[src/rtl/fi_pkg.sv]
package fi_pkg;
  localparam int RND_W     = 8;
  localparam int NUM_DRAWS = 3;
  localparam int DRAW_IW   = $clog2(NUM_DRAWS);

  // draw slots, in capture order
  localparam int SLOT_TIME = 0;
  localparam int SLOT_LOC  = 1;
  localparam int SLOT_SEL  = 2;

  typedef enum logic [2:0] {
    ST_IDLE,
    ST_DRAW,
    ST_RUN,
    ST_INJ,
    ST_DONE
  } fi_state_e;

  function automatic logic [RND_W-1:0] lfsr_step(input logic [RND_W-1:0] q);
    return {q[RND_W-2:0], q[7] ^ q[5] ^ q[4] ^ q[0]};
  endfunction
endpackage

[src/rtl/fi_lfsr.sv]
module fi_lfsr
  import fi_pkg::*;
#(
  parameter logic [RND_W-1:0] SEED = 8'hA5
) (
  input  logic             clk_i,
  input  logic             rst_ni,
  input  logic             step_i,
  output logic [RND_W-1:0] q_o
);
  localparam logic [RND_W-1:0] SEED_EFF = (SEED == '0) ? 8'h01 : SEED;

  logic [RND_W-1:0] q_q;

  always_ff @(posedge clk_i or negedge rst_ni) begin
    if (!rst_ni)     q_q <= SEED_EFF;
    else if (step_i) q_q <= lfsr_step(q_q);
  end

  assign q_o = q_q;

  assert_lfsr_nonzero_R2: assert property (@(posedge clk_i) disable iff (!rst_ni)
    q_q != '0);

  assert_lfsr_hold_R2: assert property (@(posedge clk_i) disable iff (!rst_ni)
    !step_i |=> $stable(q_q));
endmodule

[src/rtl/fi_draw_regs.sv]
module fi_draw_regs
  import fi_pkg::*;
(
  input  logic               clk_i,
  input  logic               rst_ni,
  input  logic               cap_i,
  input  logic [DRAW_IW-1:0] idx_i,
  input  logic [RND_W-1:0]   rnd_i,
  output logic [RND_W-1:0]   slot_o [NUM_DRAWS]
);
  for (genvar g = 0; g < NUM_DRAWS; g++) begin : g_slot
    logic [RND_W-1:0] val_q;
    always_ff @(posedge clk_i or negedge rst_ni) begin
      if (!rst_ni)                                     val_q <= '0;
      else if (cap_i && (idx_i == DRAW_IW'(g)))        val_q <= rnd_i;
    end
    assign slot_o[g] = val_q;
  end
endmodule

[src/rtl/fi_mask_dec.sv]
module fi_mask_dec #(
  parameter int DATA_W = 8,
  localparam int BIT_W = $clog2(DATA_W)
) (
  input  logic              clk_i,
  input  logic              rst_ni,
  input  logic [BIT_W-1:0]  idx_i,
  output logic [DATA_W-1:0] mask_o
);
  for (genvar b = 0; b < DATA_W; b++) begin : g_bit
    assign mask_o[b] = (idx_i == BIT_W'(b));
  end

  assert_mask_onehot_R4: assert property (@(posedge clk_i) disable iff (!rst_ni)
    $countones(mask_o) == 1);
endmodule

[src/rtl/fi_seq.sv]
module fi_seq
  import fi_pkg::*;
(
  input  logic               clk_i,
  input  logic               rst_ni,
  input  logic               start_i,
  input  logic               window_i,
  input  logic [RND_W-1:0]   inj_time_i,
  output logic               draw_o,
  output logic [DRAW_IW-1:0] draw_idx_o,
  output logic               core_rst_no,
  output logic               inj_o,
  output logic               done_o
);
  localparam logic [RND_W-1:0] CNT_MAX = '1;

  fi_state_e          state_q;
  logic [DRAW_IW-1:0] dcnt_q;
  logic [RND_W-1:0]   cnt_q;
  logic               reached;

  assign reached = (cnt_q >= inj_time_i);

  always_ff @(posedge clk_i or negedge rst_ni) begin
    if (!rst_ni) begin
      state_q <= ST_IDLE;
      dcnt_q  <= '0;
      cnt_q   <= '0;
    end else begin
      unique case (state_q)
        ST_IDLE, ST_DONE: if (start_i) begin
          state_q <= ST_DRAW;
          dcnt_q  <= '0;
        end
        ST_DRAW: begin
          dcnt_q <= dcnt_q + 1'b1;
          if (dcnt_q == DRAW_IW'(NUM_DRAWS - 1)) begin
            state_q <= ST_RUN;
            cnt_q   <= '0;
          end
        end
        ST_RUN: begin
          if (reached && window_i) state_q <= ST_INJ;
          else if (cnt_q != CNT_MAX) cnt_q <= cnt_q + 1'b1;
        end
        ST_INJ:  state_q <= ST_DONE;
        default: state_q <= ST_IDLE;
      endcase
    end
  end

  assign draw_o      = (state_q == ST_DRAW);
  assign draw_idx_o  = dcnt_q;
  assign core_rst_no = (state_q == ST_RUN) || (state_q == ST_INJ) || (state_q == ST_DONE);
  assign inj_o       = (state_q == ST_INJ);
  assign done_o      = (state_q == ST_DONE);

  assert_single_pulse_R9: assert property (@(posedge clk_i) disable iff (!rst_ni)
    inj_o |=> !inj_o);

  assert_done_after_pulse_R10: assert property (@(posedge clk_i) disable iff (!rst_ni)
    inj_o |=> done_o);

  assert_window_open_R8: assert property (@(posedge clk_i) disable iff (!rst_ni)
    $rose(inj_o) |-> $past(window_i));

  assert_release_after_draw_R6: assert property (@(posedge clk_i) disable iff (!rst_ni)
    $rose(core_rst_no) |-> $past(draw_o));

  assert_busy_start_ignored_R10: assert property (@(posedge clk_i) disable iff (!rst_ni)
    (core_rst_no && !done_o) |=> core_rst_no);
endmodule

[src/rtl/fault_inject_ctrl.sv]
module fault_inject_ctrl
  import fi_pkg::*;
#(
  parameter logic [RND_W-1:0] SEED   = 8'hA5,
  parameter int               DATA_W = 8,
  parameter int               ADDR_W = 8,
  parameter int               REG_AW = 4
) (
  input  logic              clk_i,
  input  logic              rst_ni,
  input  logic              start_i,
  input  logic              window_i,
  output logic              core_rst_no,
  output logic              inj_reg_o,
  output logic              inj_mem_o,
  output logic [DATA_W-1:0] mask_o,
  output logic [ADDR_W-1:0] addr_o,
  output logic              done_o
);
  localparam int BIT_W = $clog2(DATA_W);

  logic               draw;
  logic [DRAW_IW-1:0] draw_idx;
  logic [RND_W-1:0]   rnd;
  logic [RND_W-1:0]   slot [NUM_DRAWS];
  logic               inj;
  logic               to_mem;
  logic [ADDR_W-1:0]  reg_addr;

  fi_lfsr #(.SEED(SEED)) u_lfsr (
    .clk_i  (clk_i),
    .rst_ni (rst_ni),
    .step_i (draw),
    .q_o    (rnd)
  );

  fi_draw_regs u_draws (
    .clk_i  (clk_i),
    .rst_ni (rst_ni),
    .cap_i  (draw),
    .idx_i  (draw_idx),
    .rnd_i  (rnd),
    .slot_o (slot)
  );

  fi_seq u_seq (
    .clk_i       (clk_i),
    .rst_ni      (rst_ni),
    .start_i     (start_i),
    .window_i    (window_i),
    .inj_time_i  (slot[SLOT_TIME]),
    .draw_o      (draw),
    .draw_idx_o  (draw_idx),
    .core_rst_no (core_rst_no),
    .inj_o       (inj),
    .done_o      (done_o)
  );

  fi_mask_dec #(.DATA_W(DATA_W)) u_mask (
    .clk_i  (clk_i),
    .rst_ni (rst_ni),
    .idx_i  (slot[SLOT_SEL][BIT_W-1:0]),
    .mask_o (mask_o)
  );

  assign to_mem = slot[SLOT_SEL][RND_W-1];

  always_comb begin
    reg_addr = '0;
    reg_addr[REG_AW-1:0] = slot[SLOT_LOC][REG_AW-1:0];
  end

  assign addr_o    = to_mem ? slot[SLOT_LOC][ADDR_W-1:0] : reg_addr;
  assign inj_reg_o = inj && !to_mem;
  assign inj_mem_o = inj &&  to_mem;

  assert_one_enable_R9: assert property (@(posedge clk_i) disable iff (!rst_ni)
    $countones({inj_reg_o, inj_mem_o}) <= 1);

  assert_target_stable_R5: assert property (@(posedge clk_i) disable iff (!rst_ni)
    (inj_reg_o || inj_mem_o) |-> ($stable(addr_o) && $stable(mask_o)));
endmodule

[config.mk]
export PLATFORM = sky130hd
export DESIGN_NAME = fault_inject_ctrl
export DESIGN_NICKNAME = d
export VERILOG_FILES = /design/src/rtl/fi_pkg.sv /design/src/rtl/fi_lfsr.sv /design/src/rtl/fi_draw_regs.sv /design/src/rtl/fi_mask_dec.sv /design/src/rtl/fi_seq.sv /design/src/rtl/fault_inject_ctrl.sv
export SDC_FILE = /design/constraint.sdc
export NUM_CORES = 1
export LEC_CHECK = 0
export BUFFER_PORTS_ARGS = -buffer_cell sky130_fd_sc_hd__buf_2
export CORE_MARGIN = 2
export CORE_UTILIZATION = 45
export CTS_BUF_LIST = sky130_fd_sc_hd__clkbuf_16
export DETAILED_ROUTE_END_ITERATION = 7
export PLACE_DENSITY = 0.64
export SYNTH_ARGS = -nofsm -noshare
export SYNTH_HDL_FRONTEND = slang
export SYNTH_SLANG_ARGS = --single-unit
[constraint.sdc]
create_clock -name clk_i -period 3.2 [get_ports clk_i]
set_input_delay 0.32 -clock clk_i [delete_from_list [all_inputs] [get_ports clk_i]]
set_output_delay 0.32 -clock clk_i [all_outputs]
set_load 0.01 [all_outputs]
==> flow_metrics.py, run 1 <==
metrics = {
    "drt": {
        "drt_iter0_drc": 94,
        "wl_per_cell_um": 14.0,
        "viasPerCell": 5.40,
        "ant_nets": 0,
        "drc_errors": 0,
        "vias": 1511,
        "drt_first_pass_iters": 4,
        "drt_wl_total_um": 3930,
    },
    "global_routing": {
        "grt_antenna_before_repair": 0,
        "grt_overflow_total": 0,
        "grt_first_pass_wirelength_um": 6810,
        "grt_start_max_net_pins": 42,
        "grt_pass1_vias": 1403,
        "track_usage_pct": 16.4,
    },
    "setup_path": {
        "cp_cell_sequence": "ha_1 -> a211o_1 -> a31oi_1 -> o31ai_2 -> or4_1 -> nand3_1",
        "crit_fanout": 9,
        "required_ps": 3410,
        "arrival_ps": 2310,
        "rrSetupSlack_ps": 1100,
        "start_kind": "flip-flop",
        "reg2reg_from": "u_seq.cnt_q[2]",
        "critPathKind": "reg2reg",
        "worstSetupEndpointType": "flip-flop",
        "endpoint": "u_seq.cnt_q[7]",
        "slowest_delay_ps": 500,
        "startpoint": "u_seq.cnt_q[2]",
        "critical-path-slowest-cell": "or4_1",
        "reg2regPathDepth": 6,
        "r2r_end": "u_seq.cnt_q[7]",
    },
    "synth": {
        "ys_ff_latch": 41,
        "netlist_instances": 207,
        "synth.avg_cell_area_um2": 10.4,
        "synth-edff-count": 0,
        "ys_warn_count": 0,
        "synth_cell_types": 39,
        "synthFlopType": "dfrtp_1",
        "syn-num-nets": 223,
        "ys_seq_area_share_pct": 47.9,
        "synth_area_um2": 2150,
        "async_reset_ff_share_pct": 100,
    },
    "clocking": {
        "numCtsBuffers": 5,
        "cts_tree": "yes",
        "clkLatencyLatePin_ps": 280,
        "cts_buffer_depth": 2,
        "cts_sinks": 41,
        "cts.clk_slew.worst_paths_ps": 60,
        "post_cts_buffers": 0,
        "root_buffer": "clkbuf_16",
        "cts_max_level": 2,
        "cts_resized": 0,
        "cts_hold_buffers": 0,
    },
    "die": {
        "ioPinCount": 24,
        "die_height_um": 73.2,
        "initial_core_util_pct": 46.2,
        "coreArea_um2": 4660,
        "dieArea_um2": 5350,
        "die_width_um": 73.2,
        "std_cell_rows": 25,
    },
    "worst_hold_path": {
        "hp-class": "in2async",
    },
    "timing": {
        "timing.hold.ws_ps": 164,
        "max-slew-margin-rel_pct": 38.9,
        "hold_viol": 0,
        "rsz0062_at_grt": "false",
        "slew_violations": 0,
        "finalCriticalPeriod_ps": 2100,
        "fin_tns_setup_ps": 0,
        "skew_ps": 3.92,
        "setup_viol": 0,
        "worst_pin_slew_ps": 916,
        "fmax_ghz": 0.477,
        "period_share_pct": 65.5,
    },
    "placed_design": {
        "place_area_um2": 2270,
        "dp_hpwl_um": 2780,
        "place.gp.congestion": 0.849,
        "port_buffers": 23,
    },
    "finish": {
        "ff_latch_area_um2": 1030,
        "final_area_um2": 2470,
        "syn2layout_area_growth_pct": 14.7,
        "final_cell_mix": "dfrtp_1, buf_2, nand2_1, mux2_2, inv_1",
        "n_antenna_cell": 0,
        "final_common_cell": "dfrtp_1",
        "fillers": 417,
        "multi_input_area_um2": 1010,
        "finalNetCount": 241,
        "final_layout_size_suffix_gt1_share_pct": 26.1,
    },
    "run": {
        "maxCapViolCount": 0,
    },
    "status": {
        "outcome": "completed",
    },
    "power": {
        "powerDensity_nw_per_um2": 765,
        "vdd_drop_max_mv": 0.636,
        "cellLeakagePower_uw": 0.00122,
    },
}
## per-stage QoR
stage          cells  utilization, %  worst slack (ps)  power (uW)
2_1_floorplan    207               -              1260        1120
3_3_place_gp     272            48.8              1170        1240
3_5_place_dp     272            48.8              1110        1250
4_1_cts          280            52.9              1100        1910
5_1_grt          280            52.9               968        2020
6_report         280            52.9              1100        1890
## sequential cells by signal, summed over array words and instances, names as in the netlist
signal                count
u_seq.state_q             3
u_seq.draw_idx_o          2
u_seq.cnt_q               8
u_draws.g_slot.val_q     20
u_lfsr.q_o                8
## power by group
part	leakage, uW	internal (uW)	switching (uW)
logic	0.000574	232	338
registers	0.000550	578	89.3
clock network	0.0000944	449	201
total	0.00122	1260	628
## worst max-delay path: cells and delay by family (launching register included)
kind            cells  cell delay, ps
compound gates      3             710
simple gates        2             590
flops               1             420
fa+ha+maj           1             310
## metal layers
metal | wire length [um] | GRT usage, %
met2 | 1800 | 24.4
met4 | 21 | 4.94
met3 | 118 | 3.87
met1 | 2000 | 23.7
met5 | 0 | 0
## cell families after synthesis
group | share of synthesized area [%]
AO/OA/AOI/OAI | 11.0
XOR/XNOR | 1.22
adder cells (fa/ha/maj) | 6.98
buffers and inverters | 5.12
flip-flops | 47.9
multiplexers | 11.5
AND/OR/NAND/NOR | 16.3
## cell usage after synthesis (all sizes together), types with 4 or more instances
cell type  count  area, um2
o21ai          9       45.0
nand2         21       78.8
and3           5       31.3
and2           5       31.3
buf            5       35.0
ha            12        150
inv           13       48.8
clkbuf         7       26.3
mux2          21        236
dfstp          4        105
nand3         10       50.1
nor2           7       26.3
dfrtp         37        926
a31oi          6       37.5
nor3           5       25.0
## area by class of cell
class,count,share of cell area [%]
Clock buffer,5,5.07
Clock inverter,3,2.79
Inverter,13,1.98
Multi-Input combinational cell,141,41.0
Sequential cell,41,41.8
Tap cell,54,2.74
Timing Repair Buffer,23,4.67
## how the worst min path moves through the flow
stage	slack, ps	endpoint
2_1_floorplan	20	u_draws.g_slot[0].val_q[0]
3_3_place_gp	480	u_draws.g_slot[1].val_q[4]
3_5_place_dp	490	u_draws.g_slot[1].val_q[4]
4_1_cts	210	u_seq.state_q[0]
5_1_grt	250	u_seq.state_q[0]
6_report	160	u_seq.state_q[0]
Power figures use the tool's default switching activity.
==> inputs of run 2 (changes only) <==
--- a/config.mk
+++ b/config.mk
@@ -5,6 +5,7 @@
 export SDC_FILE = /design/constraint.sdc
 export NUM_CORES = 1
 export LEC_CHECK = 0
+export ABC_AREA = 1
 export BUFFER_PORTS_ARGS = -buffer_cell sky130_fd_sc_hd__buf_2
 export CORE_MARGIN = 2
 export CORE_UTILIZATION = 45
==> constraint.sdc (replaced) <==
create_clock -name clk_i -period 2.1 [get_ports clk_i]
set_input_delay 0.21 -clock clk_i [delete_from_list [all_inputs] [get_ports clk_i]]
set_output_delay 0.21 -clock clk_i [all_outputs]
set_load 0.01 [all_outputs]
==> run 2 against run 1 <==
Sequential power is 33% higher. Combinational power grew 12%. Synthesized cell count rose by 31%. Critical path type unchanged. Critical endpoint is now u_seq.cnt_q[0]. Largest power group unchanged. Highest routed layer unchanged.
==> flow_metrics.py, run 2 <==
metrics = {
    "setup_path": {
        "required_ps": 2270,
        "crit_buf_inv": 0,
        "reg2regPathDepth": 9,
        "slowest_delay_ps": 440,
        "crit_family": "simple AND/OR/NAND/NOR gates",
        "worstSetupEndpointType": "flip-flop",
        "r2r_end": "u_seq.cnt_q[0]",
        "reg2reg_from": "u_seq.cnt_q[5]",
        "crit_fanout": 8,
        "rrSetupSlack_ps": 390,
        "critPathKind": "reg2reg",
        "start_kind": "flip-flop",
        "critical-path-slowest-cell": "dfrtp_1",
        "arrival_ps": 1890,
        "cp_cell_sequence": "ha_1 -> a21oi_1 -> nor2_1 -> nor2_1 -> nand3_1 -> nand3_2 -> nand3_4 -> nand2_1 -> nand2_1",
    },
    "synth": {
        "synth_area_um2": 2190,
        "netlist_instances": 272,
        "synthTopCellsByArea": "dfrtp_1, nand2_1, ha_1",
        "yosys.cell_count.top_type": "nand2_1",
        "synthTopCellsByCount": "nand2_1, inv_1, dfrtp_1",
        "synth_top_area_share_pct": 42.4,
        "synth_compound_area_share_pct": 9.44,
        "synth_area_leader_cell": "dfrtp_1",
        "syn-num-nets": 288,
        "synth_simple_gate_area_share_pct": 26.3,
        "synth-edff-count": 0,
        "ys_warn_count": 0,
        "synth_xor_area_share_pct": 0.801,
        "synth_mux_area_share_pct": 0,
        "async_reset_ff_share_pct": 100,
        "ys_ff_latch": 41,
        "synth_fa_ha_area_share_pct": 6.87,
        "ys_seq_area_share_pct": 47.2,
        "synth.avg_cell_area_um2": 8.04,
        "synthFlopType": "dfrtp_1",
        "synth_top_family_by_area": "simple AND/OR/NAND/NOR gates",
        "synth_cell_types": 28,
    },
    "power": {
        "vdd_drop_max_mv": 0.610,
        "p_comb_share_pct": 27.9,
        "p_int_uw": 1460,
        "power_switching_uw": 823,
        "p_seq_share_pct": 38.8,
        "cellLeakagePower_uw": 0.00127,
        "swShare_pct": 36.0,
        "powerDensity_nw_per_um2": 914,
        "clkPwrFrac_pct": 33.3,
    },
    "clocking": {
        "clkLatencyLatePin_ps": 280,
        "post_cts_buffers": 0,
        "cts_tree": "yes",
        "numCtsBuffers": 5,
        "cts_sinks": 41,
        "cts_max_level": 2,
        "root_buffer": "clkbuf_16",
        "cts_buffer_depth": 2,
        "cts.clk_slew.worst_paths_ps": 60,
    },
    "timing": {
        "fin_tns_setup_ps": 0,
        "timing.hold.ws_ps": 254,
        "hold_viol": 0,
        "slew_violations": 0,
        "skew_ps": 4.94,
        "finalCriticalPeriod_ps": 1710,
        "fmax_ghz": 0.584,
        "max-slew-margin-rel_pct": 66.3,
        "setup_viol": 0,
        "rsz0062_at_grt": "false",
        "period_share_pct": 81.6,
        "worst_pin_slew_ps": 505,
    },
    "drt": {
        "drt_wl_total_um": 4160,
        "ant_nets": 0,
        "wl_per_cell_um": 11.8,
        "drt_first_pass_iters": 4,
        "viasPerCell": 4.97,
        "drt_iter0_drc": 114,
        "vias": 1750,
        "drc_errors": 0,
    },
    "worst_hold_path": {
        "hold_start": "start_i",
        "hold_end": "u_seq.draw_idx_o[1]",
        "hp-class": "in2reg",
        "hold_depth": 4,
    },
    "global_routing": {
        "grt_overflow_total": 0,
        "grt_antenna_before_repair": 0,
        "grt_first_pass_wirelength_um": 7360,
        "grt_pass1_vias": 1589,
        "track_usage_pct": 17.5,
        "grt_start_max_net_pins": 23,
    },
    "placed_design": {
        "dp_hpwl_um": 3070,
        "place.gp.congestion": 0.854,
        "port_buffers": 23,
    },
    "finish": {
        "finalNetCount": 313,
        "syn2layout_area_growth_pct": 14.4,
        "fin_util_pct": 53.3,
        "largest_register_ff_count": 20,
        "n_antenna_cell": 0,
        "final_cell_mix": "nand2_1, inv_1, dfrtp_1, o21ai_0, buf_2",
        "top_register": "u_draws.g_slot.val_q",
        "final_common_cell": "nand2_1",
        "final_layout_size_suffix_gt1_share_pct": 16.8,
    },
    "status": {
        "outcome": "completed",
    },
    "die": {
        "die_width_um": 73.7,
        "dieArea_um2": 5430,
        "coreArea_um2": 4690,
        "initial_core_util_pct": 46.6,
        "ioPinCount": 24,
        "std_cell_rows": 25,
        "die_height_um": 73.7,
    },
    "run": {
        "maxCapViolCount": 0,
    },
}
[run 2: changes by cell type after synthesis, sizes merged, moves of 5 or more]
cell,delta
a31oi,-6
and2,-5
and3,-5
clkbuf,-6
inv,+29
mux2,-21
nand2,+60
nand4,+6
nor2,+8
nor3,+5
o21ai,+24
[run 2: cells by family (layout without fill, tap and decap cells)]
kind of cell,Yosys count,count (layout)
buffers and inverters,49,75
and+or+nand+nor,128,128
adders and majority gates,12,12
DFF,41,41
xor gates and xnor gates,2,2
AOI/OAI and AO/OA,40,40
[run 2: worst max-delay path by stage]
stage	startpoint	to	slack [ps]	cells after the start
floorplan	u_seq.cnt_q[5]	u_seq.cnt_q[5]	600	9
global placement	u_seq.cnt_q[5]	u_seq.cnt_q[5]	420	9
detailed placement	u_seq.cnt_q[5]	u_seq.cnt_q[7]	400	9
CTS	u_seq.cnt_q[5]	u_seq.cnt_q[6]	380	9
global route	u_seq.cnt_q[5]	u_seq.cnt_q[6]	200	9
finish	u_seq.cnt_q[5]	u_seq.cnt_q[0]	390	9
[run 2: layout make-up]
| cell class | instances | area [um2] |
|---|---|---|
| clock buffers | 5 | 125 |
| clock inverters | 3 | 21.3 |
| fillers | 433 | 2190 |
| inverters | 42 | 163 |
| multi-input cells | 182 | 948 |
| flip-flops and latches | 41 | 1030 |
| well taps | 54 | 67.6 |
| repair buffers | 25 | 145 |
[run 2: power by group through the flow]
stage / clock network [uW] / logic [uW] / registers [uW]
floorplan: 0 / 490 / 893
global placement: 0 / 637 / 901
detailed placement: 0 / 639 / 903
CTS: 778 / 644 / 889
global route: 810 / 737 / 895
finish: 762 / 637 / 888
[run 2: worst reg2reg max path: stages (launching register included)]
cell and delay (ps):
dfrtp_1 440, ha_1 320, a21oi_1 150, nor2_1 50, nor2_1 90, nand3_1 120
nand3_2 170, nand3_4 140, nand2_1 80, nand2_1 50
[run 2: per-layer routing]
layer	up-vias	share of wire [%]	global-route usage, %
met4	0	1.2	4.85
met1	798	48	25.0
li1	915	-	-
met2	31	46	26.5
met5	-	0	0
met3	6	4.2	4.53
[run 2: through the flow]
stage	total power, uW	cell area (um2)	setup WS (ps)	cells
global placement	1540	2340	418	343
floorplan	1380	2190	600	272
global route	2440	2500	200	352
detailed placement	1540	2340	395	343
CTS	2310	2500	376	352
finish	2290	2500	387	352
[run 2: timing repair]
action | 4_1_cts | 5_1_grt
hold buffers | 1 | 0
resized for setup | 0 | 0
endpoints found under the hold margin | 19 | 0
